$ cat config.mk
export PLATFORM = sky130hd
export DESIGN_NAME = pgtw_walker
export DESIGN_NICKNAME = d
export VERILOG_FILES = /design/src/rtl/pgtw_pkg.sv /design/src/rtl/pgtw_addr_gen.sv /design/src/rtl/pgtw_entry_decode.sv /design/src/rtl/pgtw_pa_form.sv /design/src/rtl/pgtw_walker.sv
export SDC_FILE = /design/constraint.sdc
export NUM_CORES = 1
export LEC_CHECK = 0
export BUFFER_PORTS_ARGS = -buffer_cell sky130_fd_sc_hd__buf_2
export CORE_UTILIZATION = 40
export DETAILED_ROUTE_END_ITERATION = 12
export PLACE_DENSITY_LB_ADDON = 0.3
export SYNTH_ARGS = -nofsm -noshare
export SYNTH_HDL_FRONTEND = slang
export SYNTH_SLANG_ARGS = --single-unit
$ cat constraint.sdc
create_clock -name clk -period 3.85 [get_ports clk]
set_input_delay 0.385 -clock clk [delete_from_list [all_inputs] [get_ports clk]]
set_output_delay 0.385 -clock clk [all_outputs]
set_load 0.05 [all_outputs]
$ cat src/rtl/pgtw_pkg.sv
package pgtw_pkg;

   typedef enum logic [1:0] {
      ET_INVALID = 2'd0,
      ET_PTR     = 2'd1,
      ET_LEAF    = 2'd2,
      ET_RSVD    = 2'd3
   } etype_t;

   typedef enum logic [2:0] {
      ACT_NEXT,
      ACT_LEAF,
      ACT_FAULT,
      ACT_PROBE_HIT,
      ACT_PROBE_ZERO
   } act_t;

   typedef enum logic [1:0] {
      ST_IDLE,
      ST_ISSUE,
      ST_WAIT
   } state_t;

   localparam logic [2:0] FT_TRANSLATION = 3'd4;
   localparam logic [1:0] LVL_LAST       = 2'd3;

endpackage

$ cat src/rtl/pgtw_addr_gen.sv
module pgtw_addr_gen #(
   parameter int DATA_W    = 32,
   parameter int CTX_W     = 8,
   parameter int L1_BITS   = 8,
   parameter int L2_BITS   = 6,
   parameter int L3_BITS   = 6,
   parameter int PAGE_BITS = 12,
   parameter int PA_W      = DATA_W - 8 + PAGE_BITS
) (
   input  logic [1:0]                  lvl,
   input  logic [DATA_W-1:0]           ctx_ptr,
   input  logic [CTX_W-1:0]            ctx,
   input  logic [PA_W-1:0]             base,
   input  logic [DATA_W-PAGE_BITS-1:0] vpn,
   input  logic [DATA_W-3:0]           ptr_field,
   output logic [PA_W-1:0]             fetch_addr,
   output logic [PA_W-1:0]             next_base
);
   localparam int SH    = PA_W - DATA_W;
   localparam int VPN_W = DATA_W - PAGE_BITS;

   logic [L1_BITS-1:0] idx1;
   logic [L2_BITS-1:0] idx2;
   logic [L3_BITS-1:0] idx3;
   logic [PA_W-1:0]    ctx_addr;

   assign idx1 = vpn[VPN_W-1 -: L1_BITS];
   assign idx2 = vpn[L3_BITS+L2_BITS-1 -: L2_BITS];
   assign idx3 = vpn[L3_BITS-1:0];

   assign ctx_addr  = (PA_W'(ctx_ptr) << SH) + (PA_W'(ctx) << 2);
   assign next_base = PA_W'({ptr_field, 2'b00}) << SH;

   always_comb begin
      case (lvl)
         2'd0:    fetch_addr = ctx_addr;
         2'd1:    fetch_addr = base + (PA_W'(idx1) << 2);
         2'd2:    fetch_addr = base + (PA_W'(idx2) << 2);
         default: fetch_addr = base + (PA_W'(idx3) << 2);
      endcase
   end
endmodule

$ cat src/rtl/pgtw_entry_decode.sv
module pgtw_entry_decode
   import pgtw_pkg::*;
#(
   parameter bit PROBE_EN = 1'b1
) (
   input  logic [1:0] etype,
   input  logic       err,
   input  logic [1:0] lvl,
   input  logic       probe,
   input  logic [1:0] plv,
   output act_t       act
);
   logic   probe_eff;
   etype_t t;

   generate
      if (PROBE_EN) begin : g_probe
         assign probe_eff = probe;
      end else begin : g_no_probe
         assign probe_eff = 1'b0;
      end
   endgenerate

   assign t = etype_t'(etype);

   always_comb begin
      if (probe_eff) begin
         if (err)                              act = ACT_PROBE_ZERO;
         else if (lvl == plv)                  act = ACT_PROBE_HIT;
         else if (t == ET_PTR && lvl != LVL_LAST) act = ACT_NEXT;
         else if (t == ET_LEAF)                act = ACT_PROBE_HIT;
         else                                  act = ACT_PROBE_ZERO;
      end else begin
         if (err)                              act = ACT_FAULT;
         else if (t == ET_PTR && lvl != LVL_LAST) act = ACT_NEXT;
         else if (t == ET_LEAF && lvl != 2'd0) act = ACT_LEAF;
         else                                  act = ACT_FAULT;
      end
   end
endmodule

$ cat src/rtl/pgtw_pa_form.sv
module pgtw_pa_form #(
   parameter int DATA_W    = 32,
   parameter int L2_BITS   = 6,
   parameter int L3_BITS   = 6,
   parameter int PAGE_BITS = 12,
   parameter int PA_W      = DATA_W - 8 + PAGE_BITS
) (
   input  logic [DATA_W-9:0]  ppn,
   input  logic [DATA_W-1:0]  va,
   input  logic [1:0]         lvl,
   output logic [PA_W-1:0]    pa
);
   logic [PA_W-1:0] full;
   logic [PA_W-1:0] cand [1:3];

   assign full = {ppn, {PAGE_BITS{1'b0}}};

   generate
      for (genvar g = 1; g <= 3; g++) begin : g_lvl
         localparam int OFF = PAGE_BITS + ((g < 3) ? L3_BITS : 0) + ((g < 2) ? L2_BITS : 0);
         localparam logic [PA_W-1:0] MASK = (PA_W'(1) << OFF) - PA_W'(1);
         assign cand[g] = (full & ~MASK) | (PA_W'(va) & MASK);
      end
   endgenerate

   always_comb begin
      case (lvl)
         2'd1:    pa = cand[1];
         2'd2:    pa = cand[2];
         2'd3:    pa = cand[3];
         default: pa = full;
      endcase
   end
endmodule

$ cat src/rtl/pgtw_walker.sv
module pgtw_walker
   import pgtw_pkg::*;
#(
   parameter int DATA_W    = 32,
   parameter int CTX_W     = 8,
   parameter int L1_BITS   = 8,
   parameter int L2_BITS   = 6,
   parameter int L3_BITS   = 6,
   parameter int PAGE_BITS = 12,
   parameter bit PROBE_EN  = 1'b1,
   localparam int PA_W     = DATA_W - 8 + PAGE_BITS,
   localparam int FSR_W    = 10
) (
   input  logic              clk,
   input  logic              rst_n,
   input  logic              req_valid,
   input  logic [DATA_W-1:0] req_va,
   input  logic [DATA_W-1:0] req_ctx_ptr,
   input  logic [CTX_W-1:0]  req_ctx,
   input  logic              req_probe,
   input  logic [1:0]        req_probe_lvl,
   output logic              busy,
   output logic              mem_req_valid,
   input  logic              mem_req_ready,
   output logic [PA_W-1:0]   mem_req_addr,
   input  logic              mem_rsp_valid,
   input  logic [DATA_W-1:0] mem_rsp_data,
   input  logic              mem_rsp_err,
   output logic              done,
   output logic              done_fault,
   output logic [DATA_W-1:0] res_word,
   output logic [PA_W-1:0]   res_pa,
   output logic [1:0]        res_level,
   output logic [FSR_W-1:0]  fault_status
);
   generate
      if (L1_BITS + L2_BITS + L3_BITS + PAGE_BITS != DATA_W) begin : g_bad_split
         $error("index slices and page offset must cover the word width");
      end
      if (PAGE_BITS < 8) begin : g_bad_page
         $error("page offset must be at least 8 bits");
      end
      if (CTX_W > DATA_W - 2) begin : g_bad_ctx
         $error("context number too wide");
      end
   endgenerate

   state_t            state;
   logic [1:0]        lvl;
   logic [DATA_W-1:0] va_q;
   logic [DATA_W-1:0] ptr_q;
   logic [CTX_W-1:0]  ctx_q;
   logic              probe_q;
   logic [1:0]        plv_q;
   logic [PA_W-1:0]   base_q;
   logic [PA_W-1:0]   next_base;
   logic [PA_W-1:0]   leaf_pa;
   act_t              act;

   assign busy          = (state != ST_IDLE);
   assign mem_req_valid = (state == ST_ISSUE);

   pgtw_addr_gen #(
      .DATA_W(DATA_W), .CTX_W(CTX_W), .L1_BITS(L1_BITS), .L2_BITS(L2_BITS),
      .L3_BITS(L3_BITS), .PAGE_BITS(PAGE_BITS), .PA_W(PA_W)
   ) u_addr (
      .lvl       (lvl),
      .ctx_ptr   (ptr_q),
      .ctx       (ctx_q),
      .base      (base_q),
      .vpn       (va_q[DATA_W-1:PAGE_BITS]),
      .ptr_field (mem_rsp_data[DATA_W-1:2]),
      .fetch_addr(mem_req_addr),
      .next_base (next_base)
   );

   pgtw_entry_decode #(.PROBE_EN(PROBE_EN)) u_dec (
      .etype(mem_rsp_data[1:0]),
      .err  (mem_rsp_err),
      .lvl  (lvl),
      .probe(probe_q),
      .plv  (plv_q),
      .act  (act)
   );

   pgtw_pa_form #(
      .DATA_W(DATA_W), .L2_BITS(L2_BITS), .L3_BITS(L3_BITS),
      .PAGE_BITS(PAGE_BITS), .PA_W(PA_W)
   ) u_pa (
      .ppn(mem_rsp_data[DATA_W-1:8]),
      .va (va_q),
      .lvl(lvl),
      .pa (leaf_pa)
   );

   always_ff @(posedge clk or negedge rst_n) begin
      if (!rst_n) begin
         state        <= ST_IDLE;
         lvl          <= '0;
         va_q         <= '0;
         ptr_q        <= '0;
         ctx_q        <= '0;
         probe_q      <= 1'b0;
         plv_q        <= '0;
         base_q       <= '0;
         done         <= 1'b0;
         done_fault   <= 1'b0;
         res_word     <= '0;
         res_pa       <= '0;
         res_level    <= '0;
         fault_status <= '0;
      end else begin
         done <= 1'b0;
         case (state)
            ST_IDLE: begin
               if (req_valid) begin
                  va_q    <= req_va;
                  ptr_q   <= req_ctx_ptr;
                  ctx_q   <= req_ctx;
                  probe_q <= req_probe;
                  plv_q   <= req_probe_lvl;
                  lvl     <= 2'd0;
                  state   <= ST_ISSUE;
               end
            end
            ST_ISSUE: begin
               if (mem_req_ready) state <= ST_WAIT;
            end
            ST_WAIT: begin
               if (mem_rsp_valid) begin
                  case (act)
                     ACT_NEXT: begin
                        base_q <= next_base;
                        lvl    <= lvl + 2'd1;
                        state  <= ST_ISSUE;
                     end
                     ACT_LEAF: begin
                        res_word   <= mem_rsp_data;
                        res_pa     <= leaf_pa;
                        res_level  <= lvl;
                        done_fault <= 1'b0;
                        done       <= 1'b1;
                        state      <= ST_IDLE;
                     end
                     ACT_FAULT: begin
                        res_level    <= lvl;
                        done_fault   <= 1'b1;
                        fault_status <= {lvl, 3'b000, FT_TRANSLATION, 2'b00};
                        done         <= 1'b1;
                        state        <= ST_IDLE;
                     end
                     ACT_PROBE_HIT: begin
                        res_word   <= mem_rsp_data;
                        res_level  <= lvl;
                        done_fault <= 1'b0;
                        done       <= 1'b1;
                        state      <= ST_IDLE;
                     end
                     default: begin
                        res_word   <= '0;
                        res_level  <= lvl;
                        done_fault <= 1'b0;
                        done       <= 1'b1;
                        state      <= ST_IDLE;
                     end
                  endcase
               end
            end
            default: state <= ST_IDLE;
         endcase
      end
   end

   // a stalled request keeps its address
   p_req_hold_r10: assert property (@(posedge clk) disable iff (!rst_n)
      (mem_req_valid && !mem_req_ready) |=> (mem_req_valid && $stable(mem_req_addr)));

   // no memory traffic while idle
   p_idle_quiet_r9: assert property (@(posedge clk) disable iff (!rst_n)
      !busy |-> !mem_req_valid);

   // an accepted request starts the walk on the next cycle
   p_start_walk_r9: assert property (@(posedge clk) disable iff (!rst_n)
      (req_valid && !busy) |=> (busy && mem_req_valid));

   // completion is a single-cycle pulse
   p_done_pulse_r9: assert property (@(posedge clk) disable iff (!rst_n)
      done |=> !done);

   // the fault code carries the type and the level where the walk stopped
   p_fault_code_r5: assert property (@(posedge clk) disable iff (!rst_n)
      (done && done_fault) |-> (fault_status[4:2] == FT_TRANSLATION &&
                                fault_status[9:8] == res_level));

   // walks that end without a fault leave the status untouched
   p_status_kept_r8: assert property (@(posedge clk) disable iff (!rst_n)
      (done && !done_fault) |-> $stable(fault_status));

endmodule

==> key figures, run 1 <==
Run status
  – Status: complete, no violations

CTS
  – CTS tree: done
  – Clk_lat worst skew: 450 ps
  – Hold buffer count at CTS: 0
  – Post-CTS Setup Bufs: 0
  – CTS Buf Count: 17
  – CTS clk-pin slew, worst paths: 90 ps
  – CTS max path bufs: 2
  – Root buffer cell: clkbuf_16
  – CTS Sinks: 184
  – H-tree Lvls: 4

Synthesis
  – Simple logic cell fraction of the synthesized area: 14.17%
  – Mux cell area share after synthesis: 13.04%
  – Top FF cell, synth: dfrtp_1
  – Adder-cell share of the synthesized area: 2.339%
  – Compound-Gate Fraction of Synth Area: 11.00%
  – Mean Syn Cell Area: 10.61 um^2
  – Largest family of logic cells by synthesized area: simple AND/OR/NAND/NOR gates
  – Synth Area in XOR/XNOR: 5.237%
  – Synth cell types: 59
  – Cell count after synthesis: 867
  – Synth Cell Area: 9199 um^2
  – FFs w/ async S/R, synth: 100.0%
  – Number of synthesized flops with an enable pin: 0
  – Yosys warns: 0
  – Seq/Total Area, Yosys: 50.05%
  – Number of synthesized register bits: 184

Drt
  – Total routed wirelength: 27.19 mm
  – Remaining antenna violation count: 0
  – Vias: 7,567
  – DRT Pass-1 Iters: 5
  – Vias per Instance: 5.503
  – DR iter-0 viols: 526
  – DRC: 0
  – Wire per inst: 19.77 um

Cells and area
  – ANT cells: 0
  – Finished Layout Cells: 1,375
  – Share of cells above drive strength 1: 36.61%
  – Final #Nets: 1,206
  – Final core utilization: 50.26%
  – Layout area overhead: 23.33%

Global routing
  – Most Used Layer, Global Route: met2
  – GRT Util Overall: 23.58%
  – Met2 usage: 37.34%
  – Initial antenna violation count: 2
  – Met3 usage in global routing: 4.763%
  – GR Util met1: 32.36%
  – Vias in the first global route: 7,401
  – Largest net degree at the start of global routing: 110
  – GR Overflow Total: 0
  – First-pass GRT wire length: 42.37 mm

Worst setup path
  – Setup crit end kind: output port
  – Crit path max fanout: 13
  – Crit Path Class: register to output port
  – CP Cell Sequence: inv_1 > ha_1 > buf_4 > a22oi_1 > a21oi_1 > ha_1 > a21oi_1 > o22ai_1 > buf_4 > nand4_1 > xor2_1 > o211ai_1 > clkbuf_4
  – Worst Path Arrival: 3260 ps
  – CP max stage cell: dfrtp_2
  – Worst Setup Start Kind: register
  – CP required: 3460 ps
  – Worst path max stage delay: 460 ps

STA
  – RSZ-0062 raised after global routing: yes
  – Tmin final: 3645 ps
  – Worst-Margin Slew: 1074 ps
  – Hold slack: 35.01 ps
  – Fin. Hold Viols: 0
  – Peak Freq: 274.4 MHz
  – Final Cycle Share: 94.67%
  – Final Setup Violations: 0
  – Rel. slew slack: 28.38%
  – Setup_tns: 0 ps
  – Clock Skews: 11.46 ps
  – Pins over their slew limit: 0

Placed design
  – Post-DP HPWL: 19.76 mm
  – Gpl congestion: 0.8853
  – Post-Place Cells: 1,343
  – IO buf count: 223

Floorplanning
  – Initial core utilization: 40.75%
  – Die area: 23,610 um^2
  – Die width: 153.6 um
  – FP Rows: 55
  – Die span in y: 153.6 um
  – # IOs: 233
  – Total core area: 22,570 um^2

Pwr
  – Peak VDD IR: 0.0005817 V
  – Leakage: 5.331 nW
  – PD cells: 924.3 nW/um^2

Worst hold path
  – HP Class: input pin to asynchronous set/reset pin

Run
  – Number of max-cap violations: 0
-- worst max-delay path, delay by kind of cell, from the launching register on --
family,cells,cell delay (ps)
fa+ha+maj,2,470
compound gates,5,910
simple gates,1,120
xor+xnor,1,80
flops,1,460
buf+inv,4,780
-- what timing repair did --
| action | 4_1_cts | 5_1_grt |
|---|---|---|
| gates resized for setup | 0 | 13 |
| endpoints found under the hold margin | 0 | 0 |
| setup endpoints to repair | 0 | 21 |
-- per-stage QoR --
stage,worst slack [ps],power (mW),cell area [um^2]
after global routing,-2.144,11.06,11340
after CTS,117.6,10.53,11320
final,205.2,10.49,11340
after detailed placement,602.1,8.583,10660
after floorplan,195.6,7.123,9236
after global placement,630.8,8.511,10660
-- report_power, final --
part,internal (mW),total (mW),switching [mW]
Combinational,1.68,5.14,3.46
Sequential,2.70,3.41,0.709
Clock,0.936,1.93,0.997
-- cell type report --
| class | count | area, um^2 |
|---|---|---|
| inverters | 17 | 63.81 |
| fillers | 2110 | 11230 |
| clock buffers | 17 | 425.4 |
| well taps | 285 | 356.6 |
| multi-input cells | 612 | 4289 |
| clock inverters | 15 | 239.0 |
| repair buffers | 245 | 1365 |
| flip-flops and latches | 184 | 4606 |
-- per-layer routing --
layer | wire [um] | vias to the layer above
li1 | - | 3501
met1 | 12090 | 3727
met2 | 12750 | 300
met3 | 1762 | 37
met4 | 578 | 2
met5 | 11 | -
-- state kept, by name, indices dropped and copies added (netlist names) --
signal and flops:
res_word 32, base_q 30, lvl 2, res_level 2, ptr_q 32, fault_status 3, res_pa 36, probe_q 1
va_q 32, ctx_q 8, plv_q 2, done 1, done_fault 1, state 2
-- cells by family (layout without fill, tap and decap cells) --
group	count (synthesis)	count (layout)
DFF	184	184
and+or+nand+nor	262	262
other	1	9
muxes	107	107
buffers and inverters	79	294
adders and majority gates	16	16
AOI/OAI and AO/OA	163	163
xor gates and xnor gates	55	55
-- cells in the mapped netlist, types with 4 or more instances --
cell         n  area share (%)
a21o_1       5            0.41
a21oi_1      8            0.44
a221oi_1    13             1.2
a222oi_1     4            0.44
and2_1       4            0.27
and3_1       8            0.54
and4_1       5            0.48
buf_2       14            0.76
buf_4       11            0.90
clkbuf_1    34             1.4
dfrtp_1    184              50
ha_1        14             1.9
inv_1       17            0.69
mux2_2     103              13
mux2i_1      4            0.44
nand2_1     99             4.0
nand2b_1     5            0.34
nand3_1     45             2.4
nand4_1     15             1.0
nor2_1      41             1.7
nor2b_1      4            0.27
nor3_1       8            0.44
o2111ai_1    6            0.57
o211ai_1     5            0.41
o21ai_0     76             4.1
o21ai_1      5            0.27
o22ai_1     26             1.8
or2_2        4            0.27
or3_1        5            0.34
xnor2_1     15             1.4
xor2_1      40             3.8
-- worst paths after layout --
path	to	startpoint	cells after the start	slack (ps)
max reg2reg	res_word[7]$_DFFE_PN0P_	lvl[1]$_DFFE_PN0P_	7	980
max in group asynchronous	base_q[23]$_DFFE_PN0P_	rst_n	2	2900
max	mem_req_addr[31]	lvl[1]$_DFFE_PN0P_	13	210
min in group clk	va_q[12]$_DFFE_PN0P_	req_va[12]	3	130
min	va_q[5]$_DFFE_PN0P_	rst_n	1	40
min reg2reg	fault_status[4]$_DFFE_PN0P_	fault_status[4]$_DFFE_PN0P_	1	460
-- layout by cell type, fill, tap and decap left out, types with 9 or more instances in the layout --
| master | n |
|---|---|
| ha_1 | 13 |
| xnor2_1 | 15 |
| buf_2 | 212 |
| xor2_1 | 40 |
| a221oi_1 | 13 |
| conb_1 | 9 |
| o21ai_0 | 76 |
| inv_1 | 17 |
| o22ai_1 | 26 |
| dfrtp_1 | 183 |
| nand4_1 | 15 |
| nor2_1 | 39 |
| buf_4 | 23 |
| nand2_1 | 99 |
| clkbuf_16 | 17 |
| nand3_1 | 45 |
| mux2_2 | 103 |
(Power assumes the default switching activity.)
==> inputs of run 2 (changes only) <==
--- a/config.mk
+++ b/config.mk
@@ -6,7 +6,7 @@
 export NUM_CORES = 1
 export LEC_CHECK = 0
 export BUFFER_PORTS_ARGS = -buffer_cell sky130_fd_sc_hd__buf_2
-export CORE_UTILIZATION = 40
+export CORE_UTILIZATION = 30
 export DETAILED_ROUTE_END_ITERATION = 12
 export PLACE_DENSITY_LB_ADDON = 0.3
 export SYNTH_ARGS = -nofsm -noshare
==> run 2 against run 1 <==
  * Clock skew fell by 0.52 ps
  * Via count fell by 0.20%
  * Cell count grew 7.9%
  * Utilization is 12 points lower
  * Sequential power is essentially flat
  * Flip-flop and latch count unchanged
  * Worst setup slack improved by 38 ps
  * Hold slack better by 26 ps
  * Global-route usage down 4.1 points
  * Cell area grew 0.38%
  * Sequential share of layout area is 0.16 points lower
  * Die area is 33% higher
==> key figures, run 2 (same netlist as run 1, synthesis figures left out) <==
Run status
  – Status: complete, no violations (unchanged)

STA
  – Worst-Margin Slew: 1013 ps (was 1074 ps)
  – Fin. Hold Viols: 0 (unchanged)
  – Tmin final: 3606 ps (was 3645 ps)
  – Pins over their slew limit: 0 (unchanged)
  – Clock Skews: 10.94 ps (was 11.46 ps)
  – Peak Freq: 277.3 MHz (was 274.4 MHz)
  – Final Cycle Share: 93.67% (was 94.67%)
  – Rel. slew slack: 32.23% (was 28.38%)
  – Setup_tns: 0 ps (unchanged)
  – Final Setup Violations: 0 (unchanged)

CTS
  – Clk_lat worst skew: 450 ps (about the same)
  – Root buffer cell: clkbuf_16 (unchanged)
  – CTS tree: done (unchanged)
  – CTS Sinks: 184 (unchanged)
  – CTS clk-pin slew, worst paths: 70 ps (was 90 ps)
  – H-tree Lvls: 4 (unchanged)
  – Post-CTS Setup Bufs: 0 (unchanged)
  – CTS Buf Count: 17 (unchanged)
  – CTS max path bufs: 2 (unchanged)
  – Hold buffer count at CTS: 0 (unchanged)

Floorplanning
  – # IOs: 233 (unchanged)
  – Die width: 177.1 um (was 153.6 um)
  – Initial core utilization: 30.79% (was 40.75%)
  – Total core area: 29,870 um^2 (was 22,570 um^2)
  – Die area: 31,370 um^2 (was 23,610 um^2)
  – FP Rows: 63 (was 55)
  – Die span in y: 177.1 um (was 153.6 um)

Global routing
  – GR Overflow Total: 0 (unchanged)
  – Initial antenna violation count: 7 (was 2)
  – Largest net degree at the start of global routing: 109 (was 110)
  – Vias in the first global route: 7,517 (was 7,401)
  – First-pass GRT wire length: 45.44 mm (was 42.37 mm)
  – GRT Util Overall: 19.46% (was 23.58%)

Worst setup path
  – Setup crit end kind: output port (unchanged)
  – CP max stage cell: dfrtp_1 (was dfrtp_2)
  – CP Launch Point: lvl[1]$_DFFE_PN0P_ (unchanged)
  – Worst path max stage delay: 380 ps (was 460 ps)
  – Crit-path leading delay family: buffers and inverters (was compound AO/OA/AOI/OAI gates)
  – Reg2Reg Depth: 9 (was 7)
  – Crit path buffers/inverters: 4 (unchanged)
  – Worst Path Arrival: 3220 ps (was 3260 ps)
  – Crit path max fanout: 13 (unchanged)
  – CP Cell Sequence: inv_1 > ha_1 > buf_4 > and2_1 > ha_1 > nand3_1 > o22ai_1 > buf_4 > nand4_1 > xor2_1 > o221ai_1 > buf_2 (was inv_1 > ha_1 > buf_4 > a22oi_1 > a21oi_1 > ha_1 > a21oi_1 > o22ai_1 > buf_4 > nand4_1 > xor2_1 > o211ai_1 > clkbuf_4)
  – Worst reg2reg endpoint: res_word[10]$_DFFE_PN0P_ (was res_word[7]$_DFFE_PN0P_)
  – Worst Setup Start Kind: register (unchanged)
  – Crit Path Class: register to output port (unchanged)
  – CP required: 3460 ps (about the same)
  – Launching point of the worst reg2reg path: lvl[0]$_DFFE_PN0P_ (was lvl[1]$_DFFE_PN0P_)
  – Internal reg-to-reg setup slack: 1160 ps (was 980 ps)

Pwr
  – Reg power frac: 33.1% (was 32.5%)
  – Clock power share: 17.0% (was 18.4%)
  – Logic pwr share: 49.9% (was 49.0%)
  – Switch share: 49.34% (was 49.29%)
  – PD cells: 907.9 nW/um^2 (was 924.3 nW/um^2)
  – Peak VDD IR: 0.0006815 V (was 0.0005817 V)
  – Internal power: 5.238 mW (was 5.317 mW)
  – NetSw: 5.101 mW (was 5.169 mW)
  – Leakage: 5.289 nW (was 5.331 nW)
  – Final Power: 10.34 mW (was 10.49 mW)

Cells and area
  – Number of flip-flops in the largest register: 36 (unchanged)
  – Finished Layout Cells: 1,484 (was 1,375)
  – Final core utilization: 38.12% (was 50.26%)
  – Most frequent cells in the layout: buf_2, dfrtp_1, mux2_2 (unchanged)
  – Most common cell after layout, fill and taps aside: buf_2 (unchanged)
  – Final #Nets: 1,207 (was 1,206)
  – Share of cells above drive strength 1: 36.66% (was 36.61%)
  – Largest reg by FF count: res_pa (unchanged)
  – Layout area overhead: 23.79% (was 23.33%)
  – Fin area: 11,390 um^2 (was 11,340 um^2)
  – Fillers: 3,019 (was 2,110)

Placed design
  – Dpl cell area: 10,800 um^2 (was 10,660 um^2)
  – IO buf count: 223 (unchanged)
  – Post-DP HPWL: 21.81 mm (was 19.76 mm)
  – Post-Place Cells: 1,449 (was 1,343)
  – Gpl congestion: 0.8603 (was 0.8853)

Run
  – Number of max-cap violations: 0 (unchanged)

Drt
  – Vias per Instance: 5.089 (was 5.503)
  – Wire per inst: 20.04 um (was 19.77 um)
  – Remaining antenna violation count: 0 (unchanged)
  – Total routed wirelength: 29.74 mm (was 27.19 mm)
  – DR iter-0 viols: 436 (was 526)
  – DRC: 0 (unchanged)
  – DRT Pass-1 Iters: 5 (unchanged)
  – Vias: 7,552 (was 7,567)

Worst hold path
  – HP Class: input pin to asynchronous set/reset pin (unchanged)
[run 2: changes by cell type in the layout (fill, tap and decap cells not counted), moves of 2 or more]
cell,before,now
inv_8,1,6
diode_2,0,3
clkbuf_4,5,0
buf_2,212,220
inv_12,6,0
buf_4,23,21
clkinvlp_4,0,4
clkinv_8,5,0
clkinv_4,0,3
inv_16,2,0
[run 2: final cells by class]
| cell class | count | area [um^2] | share of cell area (%) |
|---|---|---|---|
| Antenna cell | 3 | 7.507 | 0.06593 |
| Clock buffer | 18 | 439.2 | 3.857 |
| Clock inverter | 14 | 132.6 | 1.165 |
| Inverter | 17 | 63.81 | 0.5604 |
| Multi-Input combinational cell | 612 | 4299 | 37.75 |
| Sequential cell | 184 | 4604 | 40.44 |
| Tap cell | 390 | 488.0 | 4.285 |
| Timing Repair Buffer | 246 | 1353 | 11.88 |
[run 2: worst max path at each step]
stage	endpoint	cells after the start
after floorplan	mem_req_addr[26]	13
after global placement	mem_req_addr[26]	12
after detailed placement	mem_req_addr[28]	12
after CTS	mem_req_addr[28]	12
after global routing	mem_req_addr[20]	11
final	mem_req_addr[35]	12
[run 2: metal layers]
| metal | routed length (um) | global-route usage [%] |
|---|---|---|
| met1 | 13000 | 25.60 |
| met2 | 14330 | 31.36 |
| met3 | 1725 | 4.424 |
| met4 | 631 | 6.501 |
| met5 | 55 | 0 |
[run 2: power by group through the flow]
stage / clock [mW] / sequential (mW) / combinational [mW]
detailed placement: 0 / 3.47 / 5.17
floorplan: 0 / 3.92 / 3.20
global placement: 0 / 3.44 / 5.14
finish: 1.76 / 3.42 / 5.16
CTS: 1.80 / 3.43 / 5.19
global route: 1.89 / 3.54 / 5.51
[run 2: what timing repair did]
action                     CTS  global route
setup endpoints to repair   12            12
gates resized for setup      1             2
gates cloned                 0             0
pin swaps                    0             0
[run 2: metrics by stage]
step | hold WS [ps] | setup WS (ps)
3_5_place_dp | 452.3 | 215.8
3_3_place_gp | 444.5 | 290.5
5_1_grt | 130.4 | -1.378
2_1_floorplan | 89.41 | 195.6
4_1_cts | 102.7 | 57.11
6_report | 60.83 | 243.6
==> inputs of run 3 (changes only) <==
--- a/config.mk
+++ b/config.mk
@@ -6,6 +6,7 @@
 export NUM_CORES = 1
 export LEC_CHECK = 0
 export BUFFER_PORTS_ARGS = -buffer_cell sky130_fd_sc_hd__buf_2
+export CORE_ASPECT_RATIO = 1.1
 export CORE_UTILIZATION = 30
 export DETAILED_ROUTE_END_ITERATION = 12
 export PLACE_DENSITY_LB_ADDON = 0.3
==> run 3 against run 2 <==
  * Cell area rose by 0.34%
  * Hold slack got worse by 19 ps
  * Clock power rose by 3%
  * Routed wire length fell by 0.81%
  * Largest power group unchanged
==> key figures, run 3 (same netlist as run 1, synthesis figures left out) <==
Global routing
  – Initial antenna violation count: 8 (was 7)
  – Vias in the first global route: 7,332 (was 7,517)
  – First-pass GRT wire length: 44.92 mm (was 45.44 mm)
  – Largest net degree at the start of global routing: 110 (was 109)
  – GRT Util Overall: 19.24% (was 19.46%)
  – GR Overflow Total: 0 (unchanged)

Drt
  – Remaining antenna violation count: 0 (unchanged)
  – DRC: 0 (unchanged)
  – DR iter-0 viols: 487 (was 436)
  – Total routed wirelength: 29.50 mm (was 29.74 mm)
  – DRT Pass-1 Iters: 5 (unchanged)
  – Vias: 7,518 (was 7,552)
  – Vias per Instance: 4.999 (was 5.089)
  – Wire per inst: 19.61 um (was 20.04 um)

Cells and area
  – Share of cells above drive strength 1: 36.94% (was 36.66%)
  – Most frequent cells in the layout: buf_2, dfrtp_1, mux2_2 (unchanged)
  – Largest reg by FF count: res_pa (unchanged)
  – Final #Nets: 1,207 (unchanged)
  – Final core utilization: 38.22% (was 38.12%)
  – Number of flip-flops in the largest register: 36 (unchanged)
  – Most common cell after layout, fill and taps aside: buf_2 (unchanged)
  – Fillers: 3,059 (was 3,019)
  – Layout area overhead: 24.21% (was 23.79%)

CTS
  – CTS tree: done (unchanged)
  – CTS clk-pin slew, worst paths: 80 ps (was 70 ps)
  – H-tree Lvls: 4 (unchanged)
  – CTS Sinks: 184 (unchanged)
  – CTS max path bufs: 2 (unchanged)
  – Post-CTS Setup Bufs: 0 (unchanged)
  – CTS Buf Count: 17 (unchanged)
  – Root buffer cell: clkbuf_16 (unchanged)
  – Clk_lat worst skew: 440 ps (was 450 ps)

Floorplanning
  – # IOs: 233 (unchanged)
  – Die span in y: 185.7 um (was 177.1 um)
  – Total core area: 29,890 um^2 (was 29,870 um^2)
  – Die area: 31,370 um^2 (about the same)
  – FP Rows: 66 (was 63)
  – Die width: 169.0 um (was 177.1 um)
  – Initial core utilization: 30.77% (was 30.79%)

Worst setup path
  – Crit-path leading delay family: buffers and inverters (unchanged)
  – Worst Setup Start Kind: register (unchanged)
  – Worst path max stage delay: 370 ps (was 380 ps)
  – Worst Path Arrival: 3250 ps (was 3220 ps)
  – Crit path buffers/inverters: 4 (unchanged)
  – Crit Path Class: register to output port (unchanged)
  – CP required: 3460 ps (about the same)
  – CP max stage cell: dfrtp_1 (unchanged)
  – Crit path max fanout: 13 (unchanged)
  – Setup crit end kind: output port (unchanged)
  – CP Cell Sequence: inv_1 > ha_1 > buf_4 > a22oi_1 > a21oi_2 > ha_1 > a21oi_1 > o22ai_1 > buf_4 > nand4_1 > xor2_1 > o22ai_1 > buf_2 (was inv_1 > ha_1 > buf_4 > and2_1 > ha_1 > nand3_1 > o22ai_1 > buf_4 > nand4_1 > xor2_1 > o221ai_1 > buf_2)

STA
  – Pins over their slew limit: 0 (unchanged)
  – Worst-Margin Slew: 947.2 ps (was 1013 ps)
  – Rel. slew slack: 36.62% (was 32.23%)
  – Clock Skews: 14.12 ps (was 10.94 ps)
  – Final Cycle Share: 94.51% (was 93.67%)
  – Peak Freq: 274.8 MHz (was 277.3 MHz)
  – RSZ-0062 raised after global routing: no
  – Fin. Hold Viols: 0 (unchanged)
  – Setup_tns: 0 ps (unchanged)
  – Tmin final: 3639 ps (was 3606 ps)
  – Final Setup Violations: 0 (unchanged)

Worst hold path
  – HP Class: input pin to asynchronous set/reset pin (unchanged)

Placed design
  – Post-DP HPWL: 21.79 mm (was 21.81 mm)
  – Gpl congestion: 0.8800 (was 0.8603)
  – IO buf count: 223 (unchanged)

Pwr
  – Peak VDD IR: 0.0005143 V (was 0.0006815 V)
  – PD cells: 906.3 nW/um^2 (was 907.9 nW/um^2)
  – Leakage: 5.299 nW (was 5.289 nW)

Run status
  – Status: complete, no violations (unchanged)

Run
  – Number of max-cap violations: 0 (unchanged)
==> run 3: report_power, final <==
part | internal (mW) | switching [mW]
Clock | 0.899 | 0.911
Combinational | 1.64 | 3.48
Sequential | 2.70 | 0.729
==> run 3: path summary, 6_finish.rpt <==
path	from	endpoint	slack, ps	cells past startpoint
max	lvl[0]$_DFFE_PN0P_	mem_req_addr[29]	210	13
min	rst_n	va_q[2]$_DFFE_PN0P_	40	1
max reg2reg	lvl[1]$_DFFE_PN0P_	res_word[7]$_DFFE_PN0P_	1020	10
min reg2reg	res_pa[29]$_DFFE_PN0P_	res_pa[29]$_DFFE_PN0P_	470	2
max in group asynchronous	rst_n	fault_status[9]$_DFFE_PN0P_	2780	2
min in group clk	req_va[13]	va_q[13]$_DFFE_PN0P_	140	3
==> run 3: area by class of cell <==
type,instances,area [um^2],area share [%]
clock buffers,18,439.2,3.844
repair buffers,246,1318,11.53
multi-input cells,612,4309,37.71
diodes,5,12.51,0.1095
inverters,17,63.81,0.5585
flip-flops and latches,184,4606,40.31
clock inverters,14,167.7,1.467
well taps,408,510.5,4.468
==> run 3: worst register-to-register path: stages, from the launching register on <==
cell and delay [ps]:
dfrtp_2 410, inv_1 90, ha_1 350, buf_4 250, or3b_4 440, a21oi_1 240
nor2_2 50, buf_4 250, or2_1 240, buf_4 240, o21ai_0 210
==> run 3: per-layer routing <==
metal | part of all wire (%) | global-route usage [%] | up-vias
li1 | - | - | 3504
met1 | 43 | 24.73 | 3744
met2 | 49 | 32.02 | 230
met3 | 5.6 | 4.274 | 36
met4 | 1.9 | 6.291 | 4
met5 | 0.092 | 0 | -
==> run 3: repair_timing <==
action | 4_1_cts | 5_1_grt
pin swaps | 0 | 1
endpoints found under the setup margin | 12 | 16
cloned | 0 | 0
hold buffers | 0 | 0
gates resized for setup | 2 | 9
==> run 3: through the flow <==
stage	hold WS (ps)	cell area, um^2	setup slack (ps)	power (mW)	std cells
2_1_floorplan	89.41	9236	195.6	7.123	875
3_3_place_gp	444.5	10780	313.5	8.556	1467
3_5_place_dp	451.0	10780	223.4	8.596	1467
4_1_cts	87.70	11390	80.14	10.43	1499
5_1_grt	108.1	11420	27.27	10.93	1502
6_report	41.54	11430	211.3	10.36	1504
